===== config.mk =====
export PLATFORM = sky130hd
export DESIGN_NAME = bus_cmd_gen
export DESIGN_NICKNAME = d
export VERILOG_FILES = /design/src/rtl/bcg_pkg.sv /design/src/rtl/bcg_edge.sv /design/src/rtl/bcg_seq.sv /design/src/rtl/bcg_dec.sv /design/src/rtl/bus_cmd_gen.sv
export SDC_FILE = /design/constraint.sdc
export NUM_CORES = 1
export LEC_CHECK = 0
export CORE_AREA = 4 4 41 43
export DETAILED_ROUTE_END_ITERATION = 8
export DIE_AREA = 0 0 45 47
export MAX_ROUTING_LAYER = met4
export PLACE_DENSITY = 0.67
export SYNTH_ARGS = -nofsm -noshare
export SYNTH_HDL_FRONTEND = slang
export SYNTH_SLANG_ARGS = --single-unit

===== constraint.sdc =====
create_clock -name clk -period 2.1 [get_ports clk]
set_input_delay 0.315 -clock clk [delete_from_list [all_inputs] [get_ports clk]]
set_output_delay 0.315 -clock clk [all_outputs]
set_load 0.01 [all_outputs]

===== src/rtl/bcg_pkg.sv =====
package bcg_pkg;

  localparam int SW = 3;

  typedef enum logic [2:0] {
    PH_IDLE = 3'd0,
    PH_T1   = 3'd1,
    PH_T2   = 3'd2,
    PH_T3   = 3'd3,
    PH_TW   = 3'd4,
    PH_T4   = 3'd5
  } phase_t;

  localparam logic [SW-1:0] ST_IDLE  = 3'b111;
  localparam logic [SW-1:0] ST_HALT  = 3'b011;
  localparam logic [SW-1:0] ST_INTA  = 3'b000;
  localparam logic [SW-1:0] ST_IORD  = 3'b001;
  localparam logic [SW-1:0] ST_IOWR  = 3'b010;
  localparam logic [SW-1:0] ST_FETCH = 3'b100;
  localparam logic [SW-1:0] ST_MRD   = 3'b101;
  localparam logic [SW-1:0] ST_MWR   = 3'b110;

  function automatic logic is_rx(input logic [SW-1:0] c);
    return (c == ST_INTA) || (c == ST_IORD) || (c == ST_FETCH) || (c == ST_MRD);
  endfunction

  function automatic logic is_tx(input logic [SW-1:0] c);
    return (c == ST_IOWR) || (c == ST_MWR);
  endfunction

  function automatic logic starts_cycle(input logic [SW-1:0] prev,
                                        input logic [SW-1:0] cur);
    return (prev == ST_IDLE) && (cur != ST_IDLE) && (cur != ST_HALT);
  endfunction

  function automatic logic data_window(input phase_t p);
    return (p == PH_T2) || (p == PH_T3) || (p == PH_TW) || (p == PH_T4);
  endfunction

  function automatic logic late_window(input phase_t p);
    return (p == PH_T3) || (p == PH_TW) || (p == PH_T4);
  endfunction

endpackage


===== src/rtl/bcg_edge.sv =====
module bcg_edge
  import bcg_pkg::*;
(
  input  logic          clk,
  input  logic          rst_n,
  input  logic [SW-1:0] status,
  output logic [SW-1:0] prev,
  output logic          start
);
  always_ff @(posedge clk or negedge rst_n) begin
    if (!rst_n) prev <= ST_IDLE;
    else        prev <= status;
  end

  assign start = starts_cycle(prev, status);
endmodule


===== src/rtl/bcg_seq.sv =====
module bcg_seq
  import bcg_pkg::*;
(
  input  logic          clk,
  input  logic          rst_n,
  input  logic          start,
  input  logic [SW-1:0] status,
  input  logic          ready,
  output phase_t        phase,
  output logic [SW-1:0] code
);
  phase_t nxt;
  logic   take;

  assign take = start && ((phase == PH_IDLE) || (phase == PH_T4));

  always_comb begin
    nxt = phase;
    case (phase)
      PH_IDLE:     nxt = take ? PH_T1 : PH_IDLE;
      PH_T1:       nxt = PH_T2;
      PH_T2:       nxt = PH_T3;
      PH_T3, PH_TW: nxt = ready ? PH_T4 : PH_TW;
      PH_T4:       nxt = take ? PH_T1 : PH_IDLE;
      default:     nxt = PH_IDLE;
    endcase
  end

  always_ff @(posedge clk or negedge rst_n) begin
    if (!rst_n) begin
      phase <= PH_IDLE;
      code  <= ST_IDLE;
    end else begin
      phase <= nxt;
      if (take) code <= status;
    end
  end
endmodule


===== src/rtl/bcg_dec.sv =====
module bcg_dec
  import bcg_pkg::*;
(
  input  phase_t        phase,
  input  logic [SW-1:0] code,
  output logic          ale,
  output logic          den,
  output logic          dt_r,
  output logic          mrd_n,
  output logic          mwr_n,
  output logic          amwr_n,
  output logic          iord_n,
  output logic          iowr_n,
  output logic          aiowr_n,
  output logic          inta_n
);
  logic rd_on, aw_on, nw_on, busy;

  always_comb begin
    busy  = (phase != PH_IDLE);
    rd_on = data_window(phase) && is_rx(code);
    aw_on = data_window(phase) && is_tx(code);
    nw_on = late_window(phase) && is_tx(code);

    ale     = (phase == PH_T1);
    den     = data_window(phase);
    dt_r    = !(busy && is_rx(code));
    mrd_n   = !(rd_on && code[2]);
    iord_n  = !(rd_on && (code == ST_IORD));
    inta_n  = !(rd_on && (code == ST_INTA));
    amwr_n  = !(aw_on && code[2]);
    aiowr_n = !(aw_on && !code[2]);
    mwr_n   = !(nw_on && code[2]);
    iowr_n  = !(nw_on && !code[2]);
  end
endmodule


===== src/rtl/bus_cmd_gen.sv =====
module bus_cmd_gen
  import bcg_pkg::*;
(
  input  logic       clk,
  input  logic       rst_n,
  input  logic [2:0] status,
  input  logic       ready,
  output logic       ale,
  output logic       den,
  output logic       dt_r,
  output logic       mrd_n,
  output logic       mwr_n,
  output logic       amwr_n,
  output logic       iord_n,
  output logic       iowr_n,
  output logic       aiowr_n,
  output logic       inta_n
);
  logic [SW-1:0] prev_w;
  logic          start_w;
  phase_t        phase_e;
  logic [2:0]    phase_w;
  logic [SW-1:0] code_w;

  bcg_edge u_edge (
    .clk(clk), .rst_n(rst_n), .status(status),
    .prev(prev_w), .start(start_w)
  );

  bcg_seq u_seq (
    .clk(clk), .rst_n(rst_n), .start(start_w), .status(status),
    .ready(ready), .phase(phase_e), .code(code_w)
  );

  assign phase_w = phase_e;

  bcg_dec u_dec (
    .phase(phase_e), .code(code_w),
    .ale(ale), .den(den), .dt_r(dt_r),
    .mrd_n(mrd_n), .mwr_n(mwr_n), .amwr_n(amwr_n),
    .iord_n(iord_n), .iowr_n(iowr_n), .aiowr_n(aiowr_n), .inta_n(inta_n)
  );
endmodule


==> impl_metrics.json <==
{
  "dp_hpwl_microns": 738.5,
  "rr_startpoint": "u_seq.phase[2]",
  "worstReg2RegEnd": "u_seq.code[2]",
  "power_density_mw_per_mm2": 1497,
  "period_share_pct": 95.93,
  "clock-skew-final_ns": 0.006684,
  "synth_area_per_cell_sq_um": 11.32,
  "finalInstanceArea_sq_um": 726.9,
  "cp_slowest_cell": "dfstp_2",
  "core_sq_mm": 0.001301,
  "hold_class": "input port to asynchronous set/reset pin",
  "grt_pass1_vias": 390,
  "cts_max_level": 1,
  "crit_type": "flop to primary output",
  "grt_usage_pct": 11.60,
  "vias": 390,
  "routabilityCongestion": 0.7202,
  "die_area_sq_mm": 0.002115,
  "fin_nets": 71,
  "start_kind": "flop",
  "dp_cells": 73,
  "ir_drop_mv": 0.8228,
  "worst-r2r-setup-slack_ns": 0.49,
  "cts_root_buf": "clkbuf_4",
  "cp_top_family": "flip-flops",
  "wire_per_inst_microns": 12.06,
  "setup_ws_ns": 0.08537,
  "grt-ovfl-total": 0,
  "drc": 0,
  "end_kind": "primary output",
  "drtPass1Iterations": 2,
  "cts_sinks": 9,
  "clockBufferDepth": 2,
  "r2r_cells": 4,
  "fin_cells": 79,
  "drive_gt1_share_pct": 37.50,
  "top_usage_layer": "met2",
  "start_util_pct": 38.27,
  "fin_tns_setup_ns": 0,
  "slew_headroom_pct": 73.82,
  "postPlaceCellArea_sq_um": 658.1,
  "rsz0062_at_grt": "false",
  "p_leak_nw": 0.2707,
  "area_growth_pct": 45.98,
  "arrival_ns": 1.70,
  "tightestPinTransition_ns": 0.3915,
  "critPathMaxFanout": 5,
  "clk_latency_ns": 0.25,
  "ant_nets": 0,
  "critPathRequiredTime_ns": 1.78,
  "report.final.slew_viol_count": 0,
  "ys_seq_area_share_pct": 46.73,
  "cp.depth": 4,
  "netlist_instances": 44,
  "grt_util_met2_pct": 16.38,
  "syn_area_sq_um": 498.0,
  "synth.net_count": 50,
  "cap_violations": 0,
  "die_x_microns": 45,
  "antenna_found_initial": 0,
  "grt_use_met3_pct": 4.981,
  "grt_max_degree": 11,
  "die_y_microns": 47,
  "drtIter0Drc": 3,
  "std_cell_rows": 13,
  "pin_count": 16,
  "cts_made_buffers": 3,
  "power_mw": 1.088,
  "antennaDiodeCount": 0,
  "slowest_delay_ns": 0.56,
  "finalCriticalPeriod_ns": 2.015,
  "vias_per_cell": 4.937,
  "cts_tree": "yes",
  "hold_viol": 0,
  "routed_wirelength_microns": 953,
  "ys_ff_latch": 9,
  "setup_viol": 0,
  "yosysWarningCount": 0,
  "clkTransAtPathRegs_ns": 0.06,
  "cp-endpoint": "iowr_n",
  "port_buffers": 15,
  "place_ws_ns": 0.1778,
  "grt_pass1_wl_microns": 1656,
  "use_met1_pct": 13.52,
  "cp.buffers_inverters": 1,
  "clock.fmax_mhz": 496.4,
  "status": "finished clean",
  "worstPathCellList": "nor2b_4 > a21boi_2 > nand2b_1 > clkdlybuf4s50_1",
  "synth_cell_type_count": 24,
  "startpoint": "u_seq.code[1]"
}
[cell families (layout without fill, tap and decap cells)]
| logic type | Yosys count | in the layout | synth area share [%] |
|---|---|---|---|
| mux | 3 | 3 | 6.783 |
| xor+xnor | 3 | 3 | 5.277 |
| simple gates | 19 | 19 | 23.12 |
| flops | 9 | 9 | 46.73 |
| buf+inv | 4 | 24 | 5.526 |
| compound gates | 6 | 6 | 12.56 |
[registers in the layout, summed over array words and instances (netlist names)]
signal	cells
u_seq.phase	3
u_seq.code	3
u_edge.prev	3
[through the flow]
step / util [%] / hold WS (ns)
floorplan: - / 0.01941
global placement: 50.58 / 0.6141
detailed placement: 50.58 / 0.6212
CTS: 53.17 / 0.3645
global route: 55.87 / 0.3848
finish: 55.87 / 0.3463
[worst min-delay path by stage]
stage | cells after the start | end
2_1_floorplan | 0 | u_seq.phase[0]
3_3_place_gp | 1 | u_seq.phase[1]
3_5_place_dp | 1 | u_seq.phase[1]
4_1_cts | 1 | u_seq.phase[1]
5_1_grt | 1 | u_seq.phase[1]
6_report | 1 | u_seq.phase[1]
[report_power, final]
group	internal (mW)	switching (mW)
clock network	0.0730	0.0572
registers	0.262	0.103
logic	0.365	0.228
[worst reg2reg max path, stage by stage, from the launching register on]
cell       delay (ns)
dfrtp_2          0.46
buf_4            0.16
xor2_1           0.17
a2111oi_4        0.36
mux2_2           0.38
[cells in the mapped netlist]
cell,n,area [sq um]
xor2_1,2,17.52
a2111oi_4,1,27.53
nand3b_1,5,37.54
xnor2_1,1,8.760
nor2b_1,1,6.260
nor3b_1,1,7.510
nor3_1,2,10.01
mux2_2,3,33.78
o21ai_0,2,10.01
nand3_1,2,10.01
nand2_1,2,7.510
a221o_1,1,10.01
dfrtp_1,3,75.07
a21boi_0,1,7.510
buf_2,1,5.000
nand2b_1,2,12.51
or2b_1,1,7.510
o211ai_1,1,7.510
or2_2,2,12.51
nor2_1,1,3.750
inv_1,1,3.750
buf_4,1,7.510
dfstp_2,6,157.7
buf_6,1,11.26
[metal layers]
metal / part of all wire (%) / up-vias / routed length (microns)
met5: 0 / - / 0
met4: 1.5 / 0 / 14
met3: 6.1 / 2 / 58
met2: 45 / 12 / 426
met1: 48 / 182 / 453
li1: - / 194 / -
[final cells by class]
type                    instances  area (sq um)
repair buffers                 19         182.7
clock buffers                   4         26.28
flip-flops and latches          9         234.0
multi-input cells              31         261.5
inverters                       1         3.754
well taps                      15         18.77
fillers                       126         574.3
[repair_timing]
action / in CTS / in global routing
endpoints found under the hold margin: 0 / 0
setup buffers: 0 / 2
hold buffers: 0 / 0
endpoints found under the setup margin: 4 / 4
gates resized for setup: 4 / 4
gates cloned: 0 / 0
[cells in the final DEF, fill, tap and decap left out]
master and count:
or2b_1 1, xor2_2 1, dfstp_2 6, dfrtp_2 1, xnor2_1 1, xor2_1 1, clkbuf_1 1, nand3_1 2
a21boi_2 1, dfrtp_1 2, nand2b_1 2, or2_2 2, nor2_1 1, dlymetal6s2s_1 1, buf_4 4, nand3b_1 5
a221o_1 1, clkbuf_4 3, nand2_1 2, clkdlybuf4s50_1 14, a2111oi_4 1, nor2b_4 1, nor3_1 2, inv_1 1
mux2_2 3, o211ai_1 1, o21ai_0 2, nor3b_2 1
(Power assumes the default switching activity.)
